==> src/rtl/fsh_pkg.sv <==
package fsh_pkg;
  localparam int WORD_W = 32;
  localparam int AMT_W  = $clog2(WORD_W);

  typedef enum logic [2:0] {
    MODE_SHL = 3'b000,
    MODE_SHR = 3'b001,
    MODE_SAR = 3'b010,
    MODE_ROR = 3'b011,
    MODE_ROL = 3'b100
  } shift_mode_e;

  // a right offset that realises a leftward move of amt places
  function automatic logic [AMT_W-1:0] left_to_right(input logic [AMT_W-1:0] amt);
    return AMT_W'(0) - amt;
  endfunction

  function automatic logic mode_defined(input logic [2:0] code);
    return code <= 3'b100;
  endfunction
endpackage

==> src/rtl/fsh_setup.sv <==
module fsh_setup
  import fsh_pkg::*;
#(
  parameter int W  = WORD_W,
  parameter int AW = $clog2(W)
) (
  input  logic [W-1:0]  a,
  input  logic [AW-1:0] amt,
  input  logic [2:0]    code,
  output logic [W-1:0]  y_word,
  output logic [W-1:0]  x_word,
  output logic [AW-1:0] offset
);
  logic amt_zero;
  assign amt_zero = (amt == '0);

  always_comb begin
    y_word = '0;
    x_word = a;
    offset = amt;
    case (shift_mode_e'(code))
      MODE_SHL: begin
        y_word = a;
        x_word = amt_zero ? a : '0;
        offset = AW'(0) - amt;
      end
      MODE_SHR: begin
        y_word = '0;
      end
      MODE_SAR: begin
        y_word = {W{a[W-1]}};
      end
      MODE_ROR: begin
        y_word = a;
      end
      MODE_ROL: begin
        y_word = a;
        offset = AW'(0) - amt;
      end
      default: begin
        y_word = '0;
        offset = '0;
      end
    endcase
  end
endmodule

==> src/rtl/fsh_extract.sv <==
module fsh_extract #(
  parameter int W  = 32,
  parameter int AW = $clog2(W)
) (
  input  logic [2*W-1:0] cat,
  input  logic [AW-1:0]  offset,
  output logic [W-1:0]   window
);
  logic [2*W-1:0] stage [AW+1];

  assign stage[0] = cat;

  for (genvar k = 0; k < AW; k++) begin : g_stage
    assign stage[k+1] = offset[k] ? (stage[k] >> (2**k)) : stage[k];
  end

  assign window = stage[AW][W-1:0];
endmodule

==> src/rtl/fsh_unit.sv <==
module fsh_unit
  import fsh_pkg::*;
#(
  parameter int W  = WORD_W,
  parameter int AW = $clog2(W)
) (
  input  logic [W-1:0]  opnd_a,
  input  logic [AW-1:0] shamt,
  input  logic [2:0]    mode,
  output logic [W-1:0]  res
);
  logic [W-1:0]  y_word;
  logic [W-1:0]  x_word;
  logic [AW-1:0] offset;
  logic [W-1:0]  window;

  fsh_setup #(.W(W), .AW(AW)) u_setup (
    .a      (opnd_a),
    .amt    (shamt),
    .code   (mode),
    .y_word (y_word),
    .x_word (x_word),
    .offset (offset)
  );

  fsh_extract #(.W(W), .AW(AW)) u_extract (
    .cat    ({y_word, x_word}),
    .offset (offset),
    .window (window)
  );

  assign res = window;
endmodule

==> config.mk <==
export PLATFORM = sky130hd
export DESIGN_NAME = fsh_unit
export DESIGN_NICKNAME = d
export VERILOG_FILES = /design/src/rtl/fsh_pkg.sv /design/src/rtl/fsh_setup.sv /design/src/rtl/fsh_extract.sv /design/src/rtl/fsh_unit.sv
export SDC_FILE = /design/constraint.sdc
export NUM_CORES = 1
export LEC_CHECK = 0
export ABC_CLOCK_PERIOD_IN_PS = 8700
export BUFFER_PORTS_ARGS = -buffer_cell sky130_fd_sc_hd__buf_2
export CORE_UTILIZATION = 51
export DETAILED_ROUTE_END_ITERATION = 16
export PLACE_DENSITY = 0.78
export RECOVER_POWER = 50
export SKIP_LAST_GASP = 1
export SLEW_MARGIN = 20
export SYNTH_ARGS = -nofsm -noshare
export SYNTH_HDL_FRONTEND = slang
export SYNTH_HIERARCHICAL = 1
export SYNTH_SLANG_ARGS = --single-unit
==> constraint.sdc <==
create_clock -name vclk -period 8.7
set_clock_uncertainty 0.15 [all_clocks]
set_input_delay 2.175 -clock vclk [all_inputs]
set_output_delay 2.175 -clock vclk [all_outputs]
set_load 0.05 [all_outputs]
==> impl_metrics.py <==
metrics = {
    "clocking": {
        "cts-resized-gates": 0,
        "cts_setup_buffers": 0,
        "postCtsHoldBufs": 0,
    },
    "final_layout": {
        "nFillCells": 709,
        "seq_area_um2": 0,
        "layout_common_cells": "mux2i_1, buf_2, mux2_2",
        "clkbuf_count": 0,
        "antenna_cells": 0,
        "area_delta_synth_final_pct": 8.82,
        "layout_commonest_cell": "mux2i_1",
        "final_area_um2": 4220,
        "nFlopsAndLatches": 0,
        "finalNetCount": 534,
        "drive_gt1_frac": 0.327,
    },
    "place": {
        "hpwl_um": 12300,
        "routabilityCongestion": 1.07,
        "io_buffers": 72,
        "place_area_um2": 4240,
        "dpl_worst_slack_ns": 0.867,
    },
    "floorplan": {
        "ios": 72,
        "die_h_um": 89.2,
        "core_um2": 7290,
        "die_area_um2": 7950,
        "dieWidth_um": 89.2,
        "initial_core_util": 0.531,
        "fp-row-count": 31,
    },
    "setup_path": {
        "start_kind": "input port",
        "cp_data_arrival_time_ns": 5.74,
        "crit_required_ns": 6.38,
        "critical_path_class": "input port to output port",
        "cp_max_fo": 19,
        "worstSetupEndpointType": "output port",
        "cp-startpoint": "shamt[1]",
    },
    "timing": {
        "final-max-slew-violation-count": 0,
        "fmax_mhz": 124,
        "tns_ns": 0,
        "finalHoldViolCount": 0,
        "worstMarginPinSlew_ns": 1.07,
        "fin_crit_sh": 0.928,
        "fin_crit_ns": 8.07,
        "rsz0062_at_grt": "no",
        "final-setup-viol-count": 0,
        "max_slew_margin": 0.288,
        "fin_ws_ns": 0.630,
    },
    "global_routing": {
        "grt_pass1_vias": 3935,
        "grt_usage": 0.387,
        "grt_max_degree": 42,
        "grt_antenna_before_repair": 0,
        "grt_pass1_wl_um": 23000,
        "grt.overflow.total": 0,
    },
    "min_path": {
        "hold_class": "input port to output port",
        "min_from": "opnd_a[0]",
    },
    "routing": {
        "route.detailed.wl_per_inst_um": 26.1,
        "dr.pass1.iters": 5,
        "drtIter0Drc": 618,
        "viasPerCell": 7.51,
        "vias": 4425,
        "ant_nets": 0,
        "wl_um": 15400,
        "drc": 0,
    },
    "run_status": {
        "status": "complete, no violations",
    },
    "synthesis": {
        "yosys_warnings": 6,
        "synth_cells": 447,
        "syn_area_per_cell_um2": 8.67,
        "syn_area_um2": 3870,
        "syn-num-nets": 489,
    },
    "power": {
        "power_density_nw_per_um2": 123,
        "p_leak_nw": 1.93,
        "vdd_drop_max_mv": 0.0835,
    },
    "flow_run": {
        "cap_violations": 0,
    },
}
## stage by stage
stage / instances / power [mW] / utilization / hold slack, ns
CTS: 589 / 0.508 / 0.581 / 5.05
detailed placement: 589 / 0.506 / 0.581 / 5.05
global placement: 589 / 0.505 / 0.581 / 5.04
finish: 589 / 0.518 / 0.578 / 5.08
global route: 589 / 0.540 / 0.578 / 5.16
floorplan: 447 / 0.385 / - / 4.91
## routing by layer
layer  up-vias  global-route usage  wire length, um
li1       1907                   -                -
met1      2109               0.547             6210
met2       363               0.619             6820
met3        46              0.0342             1710
met4         0               0.131              643
met5         -                   0                0
## where the power goes
part,switching (mW),internal (mW),total (mW)
logic,0.347,0.171,0.518
clock network,0,0,0
registers,0,0,0
## final timing paths
check / end / slack, ns / cells after the start
worst min-delay path: res[0] / 5.08 / 6
worst max-delay path: res[2] / 0.63 / 13
## cell type report
cell class | count | area [um^2] | area share
Tap cell | 99 | 124 | 0.0294
Inverter | 7 | 26.3 | 0.00623
Timing Repair Buffer | 83 | 422 | 0.100
Multi-Input combinational cell | 400 | 3640 | 0.864
## worst max-delay path: stages
cell and delay, ns:
buf_2 0.09, inv_1 0.07, ha_1 0.22, nor3b_1 0.16
ha_1 0.21, nor4_4 0.66, clkbuf_1 0.52, nor2b_1 0.18
mux2_2 0.34, mux4_2 0.53, a22oi_1 0.19, nand3_1 0.10
clkbuf_1 0.30
No activity file was read; power rests on OpenSTA's default activity.
